[config.mk]
export PLATFORM = sky130hd
export DESIGN_NAME = keyin_port
export DESIGN_NICKNAME = d
export VERILOG_FILES = /design/src/rtl/keyin_pkg.sv /design/src/rtl/keyin_rst_sync.sv /design/src/rtl/keyin_decode.sv /design/src/rtl/keyin_capture.sv /design/src/rtl/keyin_ctrl.sv /design/src/rtl/keyin_port.sv
export SDC_FILE = /design/constraint.sdc
export NUM_CORES = 1
export LEC_CHECK = 0
export BUFFER_PORTS_ARGS = -buffer_cell sky130_fd_sc_hd__buf_2
export CAP_MARGIN = 15
export CORE_MARGIN = 2
export CORE_UTILIZATION = 40
export CTS_CLUSTER_DIAMETER = 200
export DETAILED_ROUTE_END_ITERATION = 8
export PLACE_DENSITY = 0.83
export SYNTH_ARGS = -nofsm -noshare
export SYNTH_HDL_FRONTEND = slang
export SYNTH_SLANG_ARGS = --single-unit
[constraint.sdc]
create_clock -name clk -period 2.85 [get_ports clk]
set_input_delay 0.57 -clock clk [delete_from_list [all_inputs] [get_ports clk]]
set_output_delay 0.57 -clock clk [all_outputs]
set_load 0.02 [all_outputs]
[src/rtl/keyin_pkg.sv]
package keyin_pkg;
  // status bit positions (software decodes these)
  localparam int unsigned ST_READY = 0;
  localparam int unsigned ST_PEND  = 1;
  localparam int unsigned ST_IEN   = 2;
  localparam int unsigned ST_OVR   = 3;
  localparam int unsigned ST_USED  = 4;

  typedef enum logic [1:0] {
    SEL_NONE = 2'd0,
    SEL_CHAR = 2'd1,
    SEL_STAT = 2'd2
  } reg_sel_e;

  typedef struct packed {
    logic ovr;
    logic ien;
    logic pend;
    logic ready;
  } stat_t;
endpackage

[src/rtl/keyin_rst_sync.sv]
module keyin_rst_sync #(
  parameter int unsigned STAGES = 2
) (
  input  logic clk,
  input  logic arst_n,
  output logic rst_n
);
  logic [STAGES-1:0] sync_q;
  logic [STAGES-1:0] sync_d;

  generate
    if (STAGES == 1) begin : g_one
      always_comb sync_d = 1'b1;
    end else begin : g_many
      always_comb sync_d = {sync_q[STAGES-2:0], 1'b1};
    end
  endgenerate

  always_ff @(posedge clk or negedge arst_n) begin
    if (!arst_n) sync_q <= '0;
    else         sync_q <= sync_d;
  end

  assign rst_n = sync_q[STAGES-1];
endmodule

[src/rtl/keyin_decode.sv]
module keyin_decode
  import keyin_pkg::*;
#(
  parameter int unsigned ADDR_W    = 16,
  parameter int unsigned CHAR_ADDR = 5000,
  parameter int unsigned STAT_ADDR = 5002
) (
  input  logic              bus_sel,
  input  logic              bus_we,
  input  logic [ADDR_W-1:0] bus_addr,
  output reg_sel_e          rd_sel,
  output logic              char_consume,
  output logic              stat_write
);
  localparam logic [ADDR_W-1:0] CHAR_A = ADDR_W'(CHAR_ADDR);
  localparam logic [ADDR_W-1:0] STAT_A = ADDR_W'(STAT_ADDR);

  logic hit_char;
  logic hit_stat;

  always_comb begin
    hit_char     = bus_sel && (bus_addr == CHAR_A);
    hit_stat     = bus_sel && (bus_addr == STAT_A);
    char_consume = hit_char && !bus_we;
    stat_write   = hit_stat && bus_we;
    if (hit_char && !bus_we)      rd_sel = SEL_CHAR;
    else if (hit_stat && !bus_we) rd_sel = SEL_STAT;
    else                          rd_sel = SEL_NONE;
  end
endmodule

[src/rtl/keyin_capture.sv]
module keyin_capture #(
  parameter int unsigned DATA_W = 8
) (
  input  logic              clk,
  input  logic              rst_n,
  input  logic              in_stb,
  input  logic [DATA_W-1:0] in_byte,
  input  logic              consume,
  output logic [DATA_W-1:0] char_q,
  output logic              ready_q,
  output logic              pend_q,
  output logic              ovr_q
);
  logic [DATA_W-1:0] char_d;
  logic              ready_d;
  logic              pend_d;
  logic              ovr_d;
  logic              char_en;
  logic              flag_en;

  // next state
  always_comb begin
    char_en = in_stb;
    flag_en = in_stb | consume;
    char_d  = in_byte;
    ready_d = ready_q;
    pend_d  = pend_q;
    ovr_d   = ovr_q;
    if (in_stb) begin
      ready_d = 1'b1;
      pend_d  = 1'b1;
      // a same-cycle read takes the old byte, so nothing is lost
      ovr_d   = consume ? 1'b0 : (ovr_q | ready_q);
    end else if (consume) begin
      ready_d = 1'b0;
      pend_d  = 1'b0;
      ovr_d   = 1'b0;
    end
  end

  // registers
  always_ff @(posedge clk or negedge rst_n) begin
    if (!rst_n) begin
      char_q <= '0;
    end else if (char_en) begin
      char_q <= char_d;
    end
  end

  always_ff @(posedge clk or negedge rst_n) begin
    if (!rst_n) begin
      ready_q <= 1'b0;
      pend_q  <= 1'b0;
      ovr_q   <= 1'b0;
    end else if (flag_en) begin
      ready_q <= ready_d;
      pend_q  <= pend_d;
      ovr_q   <= ovr_d;
    end
  end

  p_strobe_loads_r4: assert property (@(posedge clk) disable iff (!rst_n)
    in_stb |=> (ready_q && pend_q && char_q == $past(in_byte)));

  p_consume_clears_r6: assert property (@(posedge clk) disable iff (!rst_n)
    (consume && !in_stb) |=> (!ready_q && !pend_q && !ovr_q));

  p_char_holds_r6: assert property (@(posedge clk) disable iff (!rst_n)
    !in_stb |=> $stable(char_q));

  p_overrun_set_r8: assert property (@(posedge clk) disable iff (!rst_n)
    (in_stb && ready_q && !consume) |=> ovr_q);

  p_same_cycle_r9: assert property (@(posedge clk) disable iff (!rst_n)
    (in_stb && consume) |=> (ready_q && !ovr_q));
endmodule

[src/rtl/keyin_ctrl.sv]
module keyin_ctrl (
  input  logic clk,
  input  logic rst_n,
  input  logic wr_en,
  input  logic wr_bit,
  output logic ien_q
);
  logic ien_d;

  always_comb ien_d = wr_bit;

  always_ff @(posedge clk or negedge rst_n) begin
    if (!rst_n)     ien_q <= 1'b0;
    else if (wr_en) ien_q <= ien_d;
  end

  p_ien_holds_r7: assert property (@(posedge clk) disable iff (!rst_n)
    !wr_en |=> $stable(ien_q));

  p_ien_loads_r7: assert property (@(posedge clk) disable iff (!rst_n)
    wr_en |=> (ien_q == $past(wr_bit)));
endmodule

[src/rtl/keyin_port.sv]
module keyin_port
  import keyin_pkg::*;
#(
  parameter int unsigned ADDR_W     = 16,
  parameter int unsigned DATA_W     = 8,
  parameter int unsigned CHAR_ADDR  = 5000,
  parameter int unsigned STAT_ADDR  = 5002,
  parameter int unsigned SYNC_STAGE = 2
) (
  input  logic              clk,
  input  logic              arst_n,
  input  logic              bus_sel,
  input  logic              bus_we,
  input  logic [ADDR_W-1:0] bus_addr,
  input  logic [DATA_W-1:0] bus_wdata,
  output logic [DATA_W-1:0] bus_rdata,
  input  logic              kb_stb,
  input  logic [DATA_W-1:0] kb_byte,
  output logic              irq
);
  localparam int unsigned PAD_W = DATA_W - ST_USED;

  logic              rst_n;
  reg_sel_e          rd_sel;
  logic              char_consume;
  logic              stat_write;
  logic [DATA_W-1:0] char_q;
  stat_t             stat;

  keyin_rst_sync #(.STAGES(SYNC_STAGE)) u_rst (
    .clk    (clk),
    .arst_n (arst_n),
    .rst_n  (rst_n)
  );

  keyin_decode #(
    .ADDR_W    (ADDR_W),
    .CHAR_ADDR (CHAR_ADDR),
    .STAT_ADDR (STAT_ADDR)
  ) u_dec (
    .bus_sel      (bus_sel),
    .bus_we       (bus_we),
    .bus_addr     (bus_addr),
    .rd_sel       (rd_sel),
    .char_consume (char_consume),
    .stat_write   (stat_write)
  );

  keyin_capture #(.DATA_W(DATA_W)) u_cap (
    .clk     (clk),
    .rst_n   (rst_n),
    .in_stb  (kb_stb),
    .in_byte (kb_byte),
    .consume (char_consume),
    .char_q  (char_q),
    .ready_q (stat.ready),
    .pend_q  (stat.pend),
    .ovr_q   (stat.ovr)
  );

  keyin_ctrl u_ctl (
    .clk    (clk),
    .rst_n  (rst_n),
    .wr_en  (stat_write),
    .wr_bit (bus_wdata[ST_IEN]),
    .ien_q  (stat.ien)
  );

  always_comb begin
    case (rd_sel)
      SEL_CHAR: bus_rdata = char_q;
      SEL_STAT: bus_rdata = {{PAD_W{1'b0}}, stat};
      default:  bus_rdata = '0;
    endcase
  end

  assign irq = stat.pend & stat.ien;

  p_irq_needs_char_r5: assert property (@(posedge clk) disable iff (!rst_n)
    irq |-> stat.ready);

  p_idle_bus_zero_r10: assert property (@(posedge clk) disable iff (!rst_n)
    !bus_sel |-> (bus_rdata == '0));
endmodule

==> flow_metrics.env <==
export IMPL_p_leak_nw=0.454
export IMPL_overflow=0
export IMPL_syn2layout_area_growth_pct=33.5
export IMPL_pwr_share_comb=0.126
export IMPL_clk_latency_ns=0.26
export IMPL_grt_pass1_wl_mm=2.00
export IMPL_die_w_microns=44.4
export IMPL_start_util=0.429
export IMPL_netlist_area_sq_um=653
export IMPL_p_clk_frac=0.301
export IMPL_status="finished, final reports clean"
export IMPL_critPathMaxFanout=4
export IMPL_critPathKind="in2out"
export IMPL_synth_seq_cells=13
export IMPL_switching_share=0.214
export IMPL_boundaryPins=46
export IMPL_wire_per_inst_microns=11.1
export IMPL_antennaDiodeCount=0
export IMPL_synthDistinctLibCells=22
export IMPL_grt_pass1_vias=510
export IMPL_slew_violations=0
export IMPL_seq_power_share=0.573
export IMPL_fin_setup_tns_ns=0
export IMPL_arrival_ns=1.91
export IMPL_cp_end_kind="output port"
export IMPL_fin_nets=130
export IMPL_grt_max_degree=12
export IMPL_coreArea_sq_mm=0.00152
export IMPL_drc=0
export IMPL_dr_pass1_iters=2
export IMPL_synth_edf_count=0
export IMPL_ctsResizeCount=0
export IMPL_cap_violations=0
export IMPL_first_iter_violations=3
export IMPL_die_y_microns=44.4
export IMPL_row_count=14
export IMPL_yosys_warnings=0
export IMPL_wl_mm=1.20
export IMPL_switchingPower_mw=0.0766
export IMPL_multiInputGateArea_sq_um=307
export IMPL_synthesis_instances=52
export IMPL_dieArea_sq_mm=0.00197
export IMPL_layout_min_cycle_time_ns=2.48
export IMPL_setup_viol=0
export IMPL_port_buffers=38
export IMPL_min_path_type="in2async"
export IMPL_final_layout_size_suffix_gt1_frac=0.587
export IMPL_period_share=0.871
export IMPL_cts_hold_buf=0
export IMPL_viasPerCell=4.81
export IMPL_async_flop_share=1.00
export IMPL_cts_sinks=13
export IMPL_gp_congestion=0.654
export IMPL_numCtsBuffers=3
export IMPL_cp_start_kind="primary input"
export IMPL_nFillCells=135
export IMPL_cts_tree="built"
export IMPL_dp_hpwl_mm=1.03
export IMPL_pwr_density_cell_mw_per_mm2=410
export IMPL_grt_usage=0.144
export IMPL_detail_route_antenna_nets=0
export IMPL_clockBufferDepth=2
export IMPL_required_ns=2.28
export IMPL_rsz0062_at_grt="no"
export IMPL_r2r_slack_ns=2.07
export IMPL_holdWs_ns=0.0719
export IMPL_vias=520
export IMPL_grt_antenna_before_repair=0
export IMPL_seq_area_frac_synth=0.498
export IMPL_synth_ff_type="dfrtp_1"
export IMPL_cts_setup_buffers=0
export IMPL_synth_area_per_cell_sq_um=12.6
export IMPL_max_clock_freq_ghz=0.403
export IMPL_irDropWorstVdd_v=0.000298
export IMPL_cts_root_buffer="clkbuf_4"
export IMPL_synth_nets=89
export IMPL_clock_skew_ns=0.000848
export IMPL_hold_violations=0
export IMPL_clk_pin_slew_worst_paths_ns=0.07
export IMPL_p_int_mw=0.281
export IMPL_layout_area_seq_sq_um=325
export IMPL_cts_max_level=1
power groups by stage:
| stage | logic [mW] | clock network, mW | registers (mW) |
|---|---|---|---|
| floorplan | 0.0249 | 0 | 0.206 |
| global placement | 0.0439 | 0 | 0.208 |
| detailed placement | 0.0460 | 0 | 0.209 |
| CTS | 0.0460 | 0.115 | 0.206 |
| global route | 0.0498 | 0.126 | 0.208 |
| finish | 0.0449 | 0.108 | 0.205 |
through the flow:
step | std cells | util | power [mW] | setup slack [ns] | cell area [sq um]
after floorplan | 52 | - | 0.231 | 0.450 | 653
after global placement | 104 | 0.555 | 0.252 | 0.399 | 846
after detailed placement | 104 | 0.555 | 0.255 | 0.365 | 846
after CTS | 108 | 0.572 | 0.367 | 0.373 | 872
after global routing | 108 | 0.572 | 0.383 | 0.236 | 872
final | 108 | 0.572 | 0.357 | 0.368 | 872
path summary, 6_finish.rpt:
kind	start	to	cells past startpoint
min reg2reg	u_rst.sync_q[1]$_DFF_PN0_	u_cap.char_q[5]$_DFFE_PN0P_	0
max reg2reg	u_ctl.ien_q$_DFFE_PN0P_	u_ctl.ien_q$_DFFE_PN0P_	1
max	bus_addr[6]	bus_rdata[0]	6
max in group asynchronous	u_rst.sync_q[1]$_DFF_PN0_	u_cap.char_q[4]$_DFFE_PN0P_	0
min	arst_n	u_rst.sync_q[0]$_DFF_PN0_	1
min in group clk	u_rst.sync_q[0]$_DFF_PN0_	u_rst.sync_q[1]$_DFF_PN0_	0
per-layer routing:
| layer | vias up | wire [microns] | track usage |
|---|---|---|---|
| met3 | 0 | 147 | 0.0327 |
| met4 | 0 | 0 | 0.0727 |
| met5 | - | 0 | 0 |
| li1 | 263 | - | - |
| met1 | 224 | 476 | 0.162 |
| met2 | 33 | 578 | 0.253 |
flip-flops by register name (all words and copies together) (netlist names):
signal	flops
u_rst.sync_q	2
u_cap.ovr_q	1
u_cap.pend_q	1
u_ctl.ien_q	1
u_cap.char_q	8
placed cells by master, fill, tap and decap left out, types with 2 or more instances in the layout:
master / synthesis / routed
buf_2: 0 / 38
nand2_1: 2 / 2
dfrtp_1: 13 / 13
mux2_2: 8 / 8
clkbuf_4: 0 / 3
nor2_1: 3 / 3
a21oi_1: 3 / 3
and2_1: 5 / 5
or2b_1: 2 / 2
mux2i_1: 2 / 2
critical path: stages:
cell      delay (ns)
buf_2           0.09
nor4bb_1        0.29
nand3_1         0.21
or3_4           0.43
a21oi_1         0.13
buf_2           0.18
Yosys cell counts (2+ instances only):
master	count	share of area
dfrtp_1	13	0.50
mux2_2	8	0.14
and2_1	5	0.048
a21oi_1	3	0.023
nor2_1	3	0.017
mux2i_1	2	0.031
nand2_1	2	0.011
or2b_1	2	0.023
kinds of logic (layout without fill, tap and decap cells):
group,Yosys count,count (layout),share of synthesized area
mux,11,11,0.186
buf+inv,3,43,0.0326
flops,13,13,0.498
simple gates,20,20,0.243
compound gates,4,4,0.0345
other cells,1,1,0.00574
cell type report:
| cell class | instances | share of cell area |
|---|---|---|
| sequential | 13 | 0.373 |
| multi-input combinational | 36 | 0.352 |
| timing repair buffer | 38 | 0.218 |
| clock buffer | 4 | 0.0301 |
| tap | 16 | 0.0230 |
| inverter | 1 | 0.00430 |
No activity file was read; power rests on OpenSTA's default activity.
